**src/rtl/sdram_burst_seq.sv**
```systemverilog
module sdram_burst_seq #(
  parameter int ROW_W    = 12,
  parameter int COL_W    = 9,
  parameter int ADDR_W   = 12,
  parameter int DATA_W   = 16,
  parameter int RCD_NOPS = 2,
  parameter int RECOVER  = 3
) (
  input  logic                clk,
  input  logic                rst_n,
  input  logic                req_valid,
  input  logic                req_write,
  input  logic [ROW_W-1:0]    req_row,
  input  logic [COL_W-1:0]    req_col,
  input  logic [4*DATA_W-1:0] req_wdata,
  output logic                busy,
  output logic                rd_valid,
  output logic [DATA_W-1:0]   rd_data,
  output logic                sd_cs_n,
  output logic                sd_ras_n,
  output logic                sd_cas_n,
  output logic                sd_we_n,
  output logic [ADDR_W-1:0]   sd_addr,
  output logic [DATA_W-1:0]   sd_dq_out,
  output logic                sd_dq_oe,
  input  logic [DATA_W-1:0]   sd_dq_in
);

  localparam int BURST   = 4;
  localparam int CL      = 2;
  localparam int RD_SPAN = CL + BURST - 1;
  localparam int WR_SPAN = BURST - 1;
  localparam int MAX_A   = (RCD_NOPS > RECOVER) ? RCD_NOPS : RECOVER;
  localparam int MAX_CNT = (MAX_A > RD_SPAN) ? MAX_A : RD_SPAN;
  localparam int CNT_W   = $clog2(MAX_CNT + 1) + 1;

  localparam logic [3:0] C_DESEL = 4'b1111;
  localparam logic [3:0] C_NOP   = 4'b0111;
  localparam logic [3:0] C_ACT   = 4'b0011;
  localparam logic [3:0] C_READ  = 4'b0101;
  localparam logic [3:0] C_WRITE = 4'b0100;
  localparam logic [3:0] C_PRE   = 4'b0010;

  typedef enum logic [2:0] {
    S_IDLE, S_ACT, S_RCD, S_COL, S_BURST, S_PRE, S_RECOV
  } state_t;

  state_t              state;
  logic [CNT_W-1:0]    cnt;
  logic                wr_q;
  logic [ROW_W-1:0]    row_q;
  logic [COL_W-1:0]    col_q;
  logic [4*DATA_W-1:0] wdata_q;
  logic [3:0]          cmd;
  logic                accept, burst_last, capture;
  logic [1:0]          beat;

  assign accept     = (state == S_IDLE) && req_valid;
  assign burst_last = wr_q ? (cnt == CNT_W'(WR_SPAN)) : (cnt == CNT_W'(RD_SPAN));
  assign capture    = (state == S_BURST) && !wr_q && (cnt >= CNT_W'(CL));
  assign beat       = (state == S_COL) ? 2'd0 : cnt[1:0];
  assign busy       = (state != S_IDLE);

  always_ff @(posedge clk) begin
    if (!rst_n) begin
      state   <= S_IDLE;
      cnt     <= '0;
      wr_q    <= 1'b0;
      row_q   <= '0;
      col_q   <= '0;
      wdata_q <= '0;
    end else begin
      case (state)
        S_IDLE: if (accept) begin
          state   <= S_ACT;
          wr_q    <= req_write;
          row_q   <= req_row;
          col_q   <= req_col;
          wdata_q <= req_wdata;
        end
        S_ACT: begin
          cnt   <= '0;
          state <= (RCD_NOPS == 0) ? S_COL : S_RCD;
        end
        S_RCD: begin
          if (cnt == CNT_W'(RCD_NOPS - 1)) begin
            cnt   <= '0;
            state <= S_COL;
          end else cnt <= cnt + 1'b1;
        end
        S_COL: begin
          cnt   <= CNT_W'(1);
          state <= S_BURST;
        end
        S_BURST: begin
          if (burst_last) state <= S_PRE;
          else cnt <= cnt + 1'b1;
        end
        S_PRE: begin
          cnt   <= '0;
          state <= (RECOVER == 0) ? S_IDLE : S_RECOV;
        end
        S_RECOV: begin
          if (cnt == CNT_W'(RECOVER - 1)) begin
            cnt   <= '0;
            state <= S_IDLE;
          end else cnt <= cnt + 1'b1;
        end
        default: state <= S_IDLE;
      endcase
    end
  end

  always_ff @(posedge clk) begin
    if (!rst_n) begin
      rd_valid <= 1'b0;
      rd_data  <= '0;
    end else begin
      rd_valid <= capture;
      if (capture) rd_data <= sd_dq_in;
    end
  end

  always_comb begin
    case (state)
      S_IDLE:  cmd = C_DESEL;
      S_ACT:   cmd = C_ACT;
      S_COL:   cmd = wr_q ? C_WRITE : C_READ;
      S_PRE:   cmd = C_PRE;
      default: cmd = C_NOP;
    endcase
  end

  assign {sd_cs_n, sd_ras_n, sd_cas_n, sd_we_n} = cmd;
  assign sd_addr   = (state == S_ACT) ? ADDR_W'(row_q) :
                     (state == S_COL) ? ADDR_W'(col_q) : '0;
  assign sd_dq_oe  = wr_q && ((state == S_COL) || (state == S_BURST));
  assign sd_dq_out = sd_dq_oe ? wdata_q[beat*DATA_W +: DATA_W] : '0;

  assert_act_from_accept_R2: assert property (@(posedge clk) disable iff (!rst_n)
    (state == S_ACT) |-> $past(state == S_IDLE && req_valid));

  assert_col_after_wait_R3: assert property (@(posedge clk) disable iff (!rst_n)
    (state == S_COL) |-> $past(state == S_RCD || state == S_ACT));

  assert_rdvalid_inside_busy_R5: assert property (@(posedge clk) disable iff (!rst_n)
    rd_valid |-> (busy && !wr_q));

  assert_oe_only_writes_R6: assert property (@(posedge clk) disable iff (!rst_n)
    sd_dq_oe |-> (wr_q && !sd_cs_n));

  assert_pre_after_burst_R7: assert property (@(posedge clk) disable iff (!rst_n)
    (state == S_PRE) |-> $past(state == S_BURST));

  assert_no_accept_busy_R9: assert property (@(posedge clk) disable iff (!rst_n)
    (busy && $past(busy)) |-> ($stable(row_q) && $stable(wr_q) && $stable(col_q)));

endmodule

```
**config.mk**
```make
export PLATFORM = sky130hd
export DESIGN_NAME = sdram_burst_seq
export DESIGN_NICKNAME = d
export VERILOG_FILES = /design/src/rtl/sdram_burst_seq.sv
export SDC_FILE = /design/constraint.sdc
export NUM_CORES = 1
export LEC_CHECK = 0
export ABC_AREA = 1
export ABC_CLOCK_PERIOD_IN_PS = 3700
export BUFFER_PORTS_ARGS = -buffer_cell sky130_fd_sc_hd__buf_4
export CORE_MARGIN = 2
export CORE_UTILIZATION = 35
export CTS_CLUSTER_DIAMETER = 100
export DETAILED_ROUTE_END_ITERATION = 8
export SLEW_MARGIN = 20
export SYNTH_ARGS = -nofsm -noshare
export SYNTH_HDL_FRONTEND = slang
export SYNTH_SLANG_ARGS = --single-unit
```
**constraint.sdc**
```tcl
create_clock -name clk -period 3.7 [get_ports clk]
set_clock_uncertainty 0.1 [all_clocks]
set_input_delay 0.185 -clock clk [delete_from_list [all_inputs] [get_ports clk]]
set_output_delay 0.185 -clock clk [all_outputs]
set_load 0.02 [all_outputs]
```
Word level (Yosys, flattened, before mapping):

Index checks and enable logic that the tools add are counted.

* bits in registers: 110
* latch bits: 0
* bits in writable memories: 0
* memory bits (read-only): 0
* input port bits: 105
* output and inout bits: 51
* word-level logic and storage cells: 55
* memories kept: 0

* add/subtract/negate cells: 1
* multipliers: 0
* div/mod/pow operators: 0
* magnitude comparators: 1
* equality and inequality tests: 15
* shifts and indexed selects: 1
* mux-type cells: 16
* bitwise logic cells: 0
* reduce and logical (&&, ||, !) cells: 13

Operator list (count)
* 64-bit by 7-bit variable part select with 16-bit output: 1
* 3-bit case mux with 7 select lines: 1
* 4-bit case mux with 5 select lines: 1
* 16-bit 2-to-1 mux: 1
* 4-bit case mux with 4 select lines: 1
* 12-bit 2-to-1 mux: 1
* 3-bit 2-to-1 mux: 4
* 4-bit 2-to-1 mux: 3
* 2-bit != test, second input constant: 5
* 3-bit == test, second input constant: 3
* 9-bit 2-to-1 mux: 1
* 4-bit by 2-bit == test with 1-bit output, second input constant: 2
* 3-bit by 2-bit == test with 1-bit output, second input constant: 2
* 5-bit nonzero test: 1
* 4-bit by 1-bit adder with 4-bit output, second input constant: 1
* 4-bit by 1-bit == test with 1-bit output, second input constant: 1
* 4-bit by 3-bit == test with 1-bit output, second input constant: 1
* 4-bit by 2-bit >= comparator with 1-bit output, second input constant: 1
* 1-bit logical AND: 4
* 2-bit AND reduction: 2
* 4-bit AND reduction: 1
* 3-bit by 1-bit == test with 1-bit output, second input constant: 1
* 3-bit zero test: 1
* 3-bit nonzero test: 1
* 5 further kinds: 6

Depth between registers and ports, before layout:

* depth in word-level cells: 4
* gate-level depth with buffers: 10
* mapped depth without buffers: 9

Worst setup path before layout:

Ideal clock, no wire load.

* kind: reg2reg
* start point: reg cnt[0]
* end point: reg rd_data[10]
* library setup time: 0.116 ns
* arrival time: 1.582 ns
* data required time: 3.484 ns
* path slack: 1.902 ns
* stages on the path, launching flop included: 10
* buffers on the path: 2
* cell sequence: dfxtp_1 -> inv_1 -> clkbuf_1 -> ha_1 -> nand2_1 -> nand3_1 -> nand3_2 -> clkbuf_2 -> o21ai_0 -> nor2_1

* word-level cells in the longest chain between the ends: 2

RTL lines
* start, declared: line 49 `logic [CNT_W-1:0] cnt;`
* start signal, assigned: line 89 `end else cnt <= cnt + 1'b1;`
* start signal, assigned: line 97 `else cnt <= cnt + 1'b1;`
* start signal, assigned: line 107 `end else cnt <= cnt + 1'b1;`
* 4-bit by 2-bit >= comparator with 1-bit output: line 60 `assign capture = (state == S_BURST) && !wr_q && (cnt >= CNT_W'(CL));`
* 1-bit logical AND: line 60
* end signal, assigned: line 120 `if (capture) rd_data <= sd_dq_in;`
* end, declared: line 18 `output logic [DATA_W-1:0] rd_data,`

No other way between the ends.
A chain may end at the register's enable or synchronous reset.

Worst setup path in the final report:

* start point: reg state[1]
* end point: out sd_dq_out[8]

* word-level cells in the longest chain between the ends: 4
* elaborated cells on any way between the ends: 7
* classes of those cells: eq/ne (2); shift (1); mux (2); reduce/logical (2)

RTL lines
* start, declared: line 48 `state_t state;`
* start signal, assigned: line 83 `state <= (RCD_NOPS == 0) ? S_COL : S_RCD;`
* start signal, assigned: line 101 `state <= (RECOVER == 0) ? S_IDLE : S_RECOV;`
* 3-bit by 2-bit == test with 1-bit output or 3-bit == test (tied branches): line 61, 137
* 2-bit 2-to-1 mux or 1-bit logical OR (tied branches): line 61, 137
* 64-bit by 7-bit variable part select with 16-bit output or 1-bit logical AND (tied branches): line 138, 137
* 16-bit 2-to-1 mux (*): line 138 `assign sd_dq_out = sd_dq_oe ? wdata_q[beat*DATA_W +: DATA_W] : '0;`
* end, declared: line 24 `output logic [DATA_W-1:0] sd_dq_out,`

Mark *: on every way between the ends. The rest lies on a longest branch, timed or not.

==> results.cfg <==
[drt]
ant_nets = 0
first_pass_iters = 5
route.detailed.drc = 0
via_count = 4933
viasPerCell = 5.01
drtIter0Drc = 359
post_drt_wl_per_cell_um = 14.9
drt_wl_total_um = 14700

[global_routing]
grt_use_total_pct = 20.0
grt_pass1_vias = 4629
grt.overflow.total = 0
antenna_found_initial = 0
grt_pass1_wl_um = 23300
grt_max_degree = 86

[worst_setup_path]
timing.rr.end = rd_data[1]
criticalPathCategory = reg -> out
startpoint = state[1]
crit_fanout = 32
crit_arrival_ns = 2.81
worstPathRequired_ns = 3.41
ff2ff_path_depth = 8
timing.rr.start = cnt[0]
cp-end-kind = primary output
r2r_slack_ns = 1.28
cp-start-kind = flop
cp-endpoint = sd_dq_out[8]

[placement]
gp_congestion = 0.846
dpl-instance-area_um2 = 6000
dp.cells = 945
dpl_worst_slack_ns = 1.00
hpwl_um = 10300
port_buffers = 155

[clock_tree]
clk_latency_ns = 0.34
hold_buffers = 23
post_cts_resized = 0
cts_made_buffers = 9
clockRootBuffer = clkbuf_16
h-tree-depth = 3
cts_tree = yes
clock_path_buffers = 2
postCtsSetupBuffers = 0
path_clk_slew_ns = 0.07
clock_sinks = 110

[logic_synthesis]
synth_nets = 769
synthMuxAreaShare_pct = 0
synth_fa_ha_area_share_pct = 0.776
syn_area_um2 = 4830
ys_seq_area_share_pct = 45.5
synth_area_per_cell_um2 = 7.31
synthXorXnorAreaFrac_pct = 0
synthSimpleGateAreaFrac_pct = 17.5
syn_inst = 661
synth_warnings = 0
synth_cell_types = 27
synth_top_family_by_area = compound AO/OA/AOI/OAI gates
ys_ff_latch = 110
synth-compound-area-share_pct = 25.4

[min_path]
worstHoldStart = req_wdata[13]
hold_path.class = in -> reg

[power]
p_int_mw = 2.64
combPwrFrac_pct = 39.1
clockPowerShare_pct = 24.3
ir_drop_mv = 0.376
p_sw_mw = 1.72
p_sw_share_pct = 39.5
pwr_density_cell_nw_per_um2 = 666
p_seq_share_pct = 36.6
power_mw = 4.37
leakagePower_nw = 2.80

[sta]
hold_viol = 0
fmaxAchievable_ghz = 0.323
rsz0062_at_grt = no
fin_hold_ws_ns = 0.00990
fin_setup_tns_ns = 0
relSlewSlack_pct = 31.5
tightest_slew_ns = 1.03
layout_min_cycle_time_ns = 3.09
finalCritPeriodShare_pct = 83.5
setup_viol = 0
final_max_slew_viol_count = 0
fin_ws_ns = 0.609

[layout]
area_growth_pct = 35.6
fill_cells = 1347
design_area_um2 = 6560
finalNonFillerCells = 984
final_core_util_pct = 49.1
num_antenna_cells = 0
drive_gt1_share_pct = 23.1
finalNetCount = 911

[die]
dieArea_um2 = 14800
fp.dieW_um = 122
die_y_um = 122
ioPinCount = 156
rows = 42
core_um2 = 13300
start_util_pct = 36.2

[job]
cap_viol_max_count = 0

[run_status]
status = finished, final reports clean
## layer usage
layer	GRT usage, %	up-vias	share of wire (%)
li1	-	2488	-
met1	25.6	2290	43
met2	33.3	145	49
met3	6.27	10	6.5
met4	4.17	0	1.1
met5	0	-	0
## cell type report
cell class | count | area [µm²] | area share [%]
sequential | 110 | 2200 | 33.6
clock buffer | 10 | 239 | 3.64
tap | 176 | 220 | 3.36
multi-input combinational | 431 | 2110 | 32.2
inverter | 71 | 269 | 4.10
timing repair buffer | 180 | 1420 | 21.7
clock inverter | 6 | 91.3 | 1.39
## worst max-delay path: stages (launching register included)
cell and delay (ns):
dfxtp_1 0.51, nand3_2 0.37, nand2_1 0.89, o211ai_1 0.31, a21oi_1 0.21, buf_4 0.17
## synthesized netlist by cell type (all sizes together)
library cell | n | area share (%)
buf | 23 | 3.1
dfxtp | 110 | 46
nor2 | 53 | 4.3
clkinv | 1 | 0.078
ha | 3 | 0.78
nand3 | 48 | 5.3
nor3 | 2 | 0.31
nand2 | 85 | 7.0
o211ai | 17 | 2.6
o22ai | 9 | 1.2
nand4 | 5 | 0.65
a21oi | 120 | 12
clkbuf | 26 | 2.0
inv | 70 | 5.5
o21ai | 89 | 9.2
## cell usage in the layout, fill, tap and decap left out
cell and count:
inv_6 2, clkbuf_8 1, buf_12 1, clkbuf_16 9, nor2_2 1, nand4_1 5, clkinv_2 1, nor3_2 1
o211ai_1 17, inv_1 65, inv_4 1, bufinv_16 2, dfxtp_1 110, nor2_1 51, clkinv_4 1, nand2_4 2
o21ai_0 73, dlygate4sd3_1 23, nand3_1 45, nor2_4 1, o21ai_1 16, nor3_1 1, nand2_2 1, nand2_1 82
o22ai_1 9, clkinv_1 1, ha_1 3, a21oi_1 120, nand3_2 3, inv_2 4, buf_4 156
## flip-flops by register name (all words and copies together) (netlist names)
signal,flops
wdata_q,64
cnt,4
row_q,12
rd_data,16
wr_q,1
state,3
rd_valid,1
col_q,9
## worst min-delay path by stage
stage               slack [ns]  depth (start not counted)     endpoint
finish                    0.01                          3  wdata_q[13]
floorplan                 0.25                          2  wdata_q[26]
global route            0.0003                          3   wdata_q[9]
global placement          0.34                          3   rd_data[7]
CTS                     0.0001                          3  rd_data[10]
detailed placement        0.35                          2     col_q[3]
## power groups by stage
stage          sequential, mW  combinational, mW  clock, mW
2_1_floorplan            1.59               1.25          0
4_1_cts                  1.60               1.72       1.09
3_3_place_gp             1.62               1.66          0
5_1_grt                  1.63               1.92       1.14
3_5_place_dp             1.62               1.69          0
6_report                 1.60               1.71       1.06
## cell families after synthesis
logic type	after synthesis
AO/OA/AOI/OAI	235
adder cells (fa/ha/maj)	3
buffers and inverters	120
flip-flops	110
AND/OR/NAND/NOR	193
No activity file was read; power rests on OpenSTA's default activity.
